### config.mk
export PLATFORM = sky130hd
export DESIGN_NAME = frz_bridge_ctrl
export DESIGN_NICKNAME = d
export VERILOG_FILES = /design/src/rtl/frz_bridge_ctrl.sv
export SDC_FILE = /design/constraint.sdc
export NUM_CORES = 1
export LEC_CHECK = 0
export CAP_MARGIN = 40
export CORE_MARGIN = 2
export CORE_UTILIZATION = 29
export CTS_CLUSTER_SIZE = 10
export DETAILED_ROUTE_END_ITERATION = 10
export DONT_BUFFER_PORTS = 1
export PLACE_DENSITY = 0.5
export SETUP_SLACK_MARGIN = 0.1
export SLEW_MARGIN = 20
export SYNTH_ARGS = -nofsm -noshare
export SYNTH_HDL_FRONTEND = slang
export SYNTH_SLANG_ARGS = --single-unit
### constraint.sdc
create_clock -name clk -period 3.1 [get_ports clk]
set_clock_uncertainty 0.1 [all_clocks]
set_input_delay 0 -clock clk [delete_from_list [all_inputs] [get_ports clk]]
set_output_delay 0 -clock clk [all_outputs]
set_load 0.01 [all_outputs]
### src/rtl/frz_bridge_ctrl.sv
module frz_bridge_ctrl #(
  parameter int ADDR_W       = 5,
  parameter int DATA_W       = 32,
  parameter int DRAIN_CYCLES = 8,
  parameter logic [31:0] VERSION_ID = 32'h0000_0002
) (
  input  logic              clk,
  input  logic              rst_n,
  input  logic              csr_wr,
  input  logic [ADDR_W-1:0] csr_addr,
  input  logic [DATA_W-1:0] csr_wdata,
  output logic [DATA_W-1:0] csr_rdata,
  input  logic              region_idle,
  output logic              freeze_o,
  output logic              region_rst_o
);
  localparam int CNT_W = (DRAIN_CYCLES > 1) ? $clog2(DRAIN_CYCLES) : 1;
  localparam logic [CNT_W-1:0] CNT_LAST = CNT_W'(DRAIN_CYCLES - 1);
  localparam logic [ADDR_W-1:0] OFF_STAT = ADDR_W'(0);
  localparam logic [ADDR_W-1:0] OFF_CTRL = ADDR_W'(4);
  localparam logic [ADDR_W-1:0] OFF_ILL  = ADDR_W'(8);
  localparam logic [ADDR_W-1:0] OFF_VER  = ADDR_W'(12);

  typedef enum logic [1:0] {S_RUN, S_DRAIN, S_HELD, S_RELEASE} st_t;

  st_t             st_q;
  logic [CNT_W-1:0] cnt_q;
  logic [2:0]      ctrl_q;
  logic [2:0]      ill_q;
  logic [1:0]      status_w;
  logic [2:0]      req, acc, bad;
  logic            wr_ctrl, wr_ill, in_run, in_held;

  assign in_run   = (st_q == S_RUN);
  assign in_held  = (st_q == S_HELD);
  assign wr_ctrl  = csr_wr && (csr_addr == OFF_CTRL);
  assign wr_ill   = csr_wr && (csr_addr == OFF_ILL);
  assign req      = csr_wdata[2:0];
  assign acc      = req & {in_held, in_held & ~csr_wdata[2], in_run};
  assign bad      = req & {~in_held, ~in_held, ~in_run};
  assign status_w = {in_run, in_held};

  assign freeze_o     = (st_q == S_DRAIN) || in_held;
  assign region_rst_o = ctrl_q[1];

  always_ff @(posedge clk or negedge rst_n) begin
    if (!rst_n) begin
      st_q  <= S_RUN;
      cnt_q <= '0;
    end else begin
      case (st_q)
        S_DRAIN: begin
          if (!region_idle) begin
            cnt_q <= '0;
          end else if (cnt_q == CNT_LAST) begin
            cnt_q <= '0;
            st_q  <= S_HELD;
          end else begin
            cnt_q <= cnt_q + 1'b1;
          end
        end
        S_RELEASE: st_q <= S_RUN;
        default: ;
      endcase
      if (wr_ctrl && acc[0]) begin
        st_q  <= S_DRAIN;
        cnt_q <= '0;
      end
      if (wr_ctrl && acc[2]) st_q <= S_RELEASE;
    end
  end

  always_ff @(posedge clk or negedge rst_n) begin
    if (!rst_n) begin
      ctrl_q <= '0;
      ill_q  <= '0;
    end else if (wr_ctrl) begin
      ctrl_q <= acc;
      ill_q  <= ill_q | bad;
    end else if (wr_ill && csr_wdata[0]) begin
      ill_q  <= '0;
    end
  end

  always_comb begin
    csr_rdata = '0;
    case (csr_addr)
      OFF_STAT: csr_rdata[1:0] = status_w;
      OFF_CTRL: csr_rdata[2:0] = ctrl_q;
      OFF_ILL:  csr_rdata[2:0] = ill_q;
      OFF_VER:  csr_rdata      = DATA_W'(VERSION_ID);
      default:  csr_rdata      = '0;
    endcase
  end
endmodule

==> impl_metrics.py <==
metrics = {
    "status": {
        "status": "complete, no violations",
    },
    "global_routing": {
        "grt_pass1_vias": 656,
        "grt_pass1_wl_um": 2780,
        "grt_use_met2": 0.1739,
        "grt_use_met1": 0.1245,
        "antenna_found_initial": 0,
        "grt_max_degree": 12,
        "overflow": 0,
        "use_met3": 0.03030,
        "track_usage": 0.1050,
        "busiest_layer": "met2",
    },
    "detailed_routing": {
        "vias_per_cell": 4.604,
        "vias": 686,
        "ant_nets": 0,
        "drc": 0,
        "drtPass1Iterations": 4,
        "wire_per_inst_um": 11.36,
        "first_iter_violations": 22,
        "totalWireLength_um": 1692,
    },
    "worst_setup_path": {
        "crit_end": "cnt_q[2]",
        "end_kind": "flip-flop",
        "startpoint": "csr_addr[0]",
        "r2r-start": "st_q[0]",
        "crit_top_cell": "dlygate4sd3_1",
        "path_depth": 6,
        "rr_worst_depth": 6,
        "required_ns": 3.15,
        "crit_family": "buffers and inverters",
        "cp-start-kind": "input port",
        "crit_slowest_cell": "dlygate4sd3_1",
        "r2r_slack_ns": 1.12,
        "worst_ep_arrival_time_ns": 2.55,
        "path_buf_inv": 3,
        "crit_fanout": 5,
        "criticalPathCategory": "in2reg",
        "cpPeakStageDelay_ns": 0.63,
        "worstReg2RegEnd": "cnt_q[2]",
        "path_cells": "dlygate4sd3_1, or4b_4, dlygate4sd3_1, nor3_4, a21oi_1, dlygate4sd3_1",
    },
    "yosys": {
        "synth_area_leaders": "dfrtp_1, buf_4, ha_1, a21oi_1, nand2_1",
        "yosys.area.top_type": "dfrtp_1",
        "synthCells": 99,
        "synth_flop_cell": "dfrtp_1",
        "async_flop_share": 1.000,
        "seq_area_frac_synth": 0.3051,
        "synth_area_per_cell_sq_um": 9.112,
        "synth.distinct_cells": 32,
        "syn-cell-area_sq_um": 902.1,
        "ys_seq_elements": 11,
        "synth_top_area_frac": 0.3051,
        "synth-edff-count": 0,
        "yosysWarnings": 0,
    },
    "hold_path": {
        "hp-class": "in2reg",
    },
    "power": {
        "p_clk_frac": 0.171,
        "power.switching_mw": 0.2176,
        "seq_power_share": 0.384,
        "powerDensity_nw_per_um2": 569.8,
        "vdd_drop_max_v": 0.0002935,
        "combPwrFrac": 0.445,
        "p_leak_nw": 0.4769,
        "power_mw": 0.5682,
        "p_int_mw": 0.3506,
        "p_sw_frac": 0.3829,
    },
    "final_layout": {
        "area_growth_syn_to_layout_pct": 10.54,
        "antenna_cells": 0,
        "nFillCells": 314,
        "drive_gt1_frac": 0.07759,
        "final_cell_area_sq_um": 997.2,
        "layout.cells.non_filler": 149,
        "nNetsFinal": 164,
    },
    "sta": {
        "rsz0062_at_grt": "no",
        "max-slew-margin-rel": 0.6625,
        "setup_slack_ns": 0.6054,
        "worst_pin_slew_ns": 0.5047,
        "period_minus_slack_ns": 2.495,
        "setup_viol": 0,
        "fmax_mhz": 400.9,
        "fin_setup_tns_ns": 0,
        "fin_crit_sh": 0.8047,
        "finalHoldViolations": 0,
        "slew_viol_final": 0,
    },
    "job": {
        "maxCapViolCount": 0,
    },
    "place": {
        "dp_hpwl_um": 1327,
        "dp_slack_ns": 1.544,
        "placed_area_sq_um": 830.8,
        "routabilityCongestion": 0.7813,
        "port_buffers": 0,
        "dp.cells": 131,
    },
    "cts": {
        "htreeDepth": 1,
        "cts_root_buffer": "clkbuf_4",
        "cts_tree": "built",
        "cts_sinks": 11,
        "clock_path_buffers": 2,
        "tritoncts.num_buffers": 3,
        "cts.clk_slew.worst_paths_ns": 0.07,
        "clkLatencyLatePin_ns": 0.26,
    },
    "die": {
        "die_w_um": 59.78,
        "core_sq_um": 3003,
        "initial_core_util": 0.3004,
        "dieArea_sq_um": 3573,
        "rows": 20,
        "chipHeight_um": 59.78,
        "ios": 75,
    },
}
cell type report:
cell class                 count  area (sq um)  area share
inverter                       3         11.26     0.01129
timing repair buffer          14         140.1      0.1405
tap                           33         41.29     0.04141
multi-input combinational     84         503.0      0.5044
sequential                    11         275.3      0.2760
clock buffer                   4         26.28     0.02635
timing repair:
| item | in CTS | in global routing |
|---|---|---|
| hold buffers | 14 | 0 |
| hold endpoints to repair | 22 | 0 |
| setup buffers | 0 | 0 |
| resized for setup | 0 | 0 |
| endpoints found under the setup margin | 0 | 0 |
worst min-delay path, delay by kind of cell:
family	cells	cell delay, ns
compound gates	2	0.16
simple gates	1	0.17
worst min-delay path by stage:
stage,from,endpoint,slack [ns],cells past startpoint
final,region_idle,st_q[1],0.02,3
after global routing,region_idle,st_q[1],0.03,3
after CTS,csr_addr[3],st_q[0],0.02,3
after detailed placement,rst_n,cnt_q[1],-0.40,0
after global placement,rst_n,cnt_q[1],-0.40,0
after floorplan,rst_n,cnt_q[0],-0.40,0
routing by layer:
metal	share of wire	wire length (um)
met1	0.45	753
met2	0.47	789
met3	0.084	142
met4	0.0047	8
met5	0	0
stage by stage:
| step | util | hold WS (ns) |
|---|---|---|
| 2_1_floorplan | - | -0.3956 |
| 3_3_place_gp | 0.2767 | -0.3952 |
| 3_5_place_dp | 0.2767 | -0.3952 |
| 4_1_cts | 0.3321 | 0.01712 |
| 5_1_grt | 0.3321 | 0.02672 |
| 6_report | 0.3321 | 0.01844 |
power groups by stage:
stage	clock (mW)	sequential [mW]	combinational [mW]
3_5_place_dp	0	0.220	0.222
4_1_cts	0.102	0.219	0.257
2_1_floorplan	0	0.210	0.211
6_report	0.0974	0.218	0.253
5_1_grt	0.110	0.224	0.291
3_3_place_gp	0	0.217	0.218
cells in the mapped netlist, types with 2 or more instances:
cell type and instances:
inv_1 3, dfrtp_1 11, a21oi_1 5, nand4_1 2, nor2_1 4, o21ai_0 3, a22o_1 2, ha_1 6
buf_4 29, nand2_1 6, nand3_1 3, nor2b_1 3, o22ai_1 3
cells by family after synthesis:
| logic type | share of synthesized area |
|---|---|
| other | 0.004157 |
| flip-flops | 0.3051 |
| buffers and inverters | 0.2538 |
| multiplexers | 0.02358 |
| AO/OA/AOI/OAI | 0.1262 |
| adder cells (fa/ha/maj) | 0.08322 |
| AND/OR/NAND/NOR | 0.2039 |
sequential cells by signal (all words and copies together), names as in the netlist:
signal  flops
ill_q       3
ctrl_q      3
cnt_q       3
st_q        2
placed cells by master (no fill, tap or decap), types with 3 or more instances in the layout:
cell,n
a21oi_1,5
clkbuf_4,3
conb_1,29
dfrtp_1,11
dlygate4sd3_1,14
ha_1,6
inv_1,3
nand2_1,6
nand3_1,3
nor2_1,4
nor2b_1,3
o21ai_0,3
o22ai_1,3
Power figures use the tool's default switching activity.
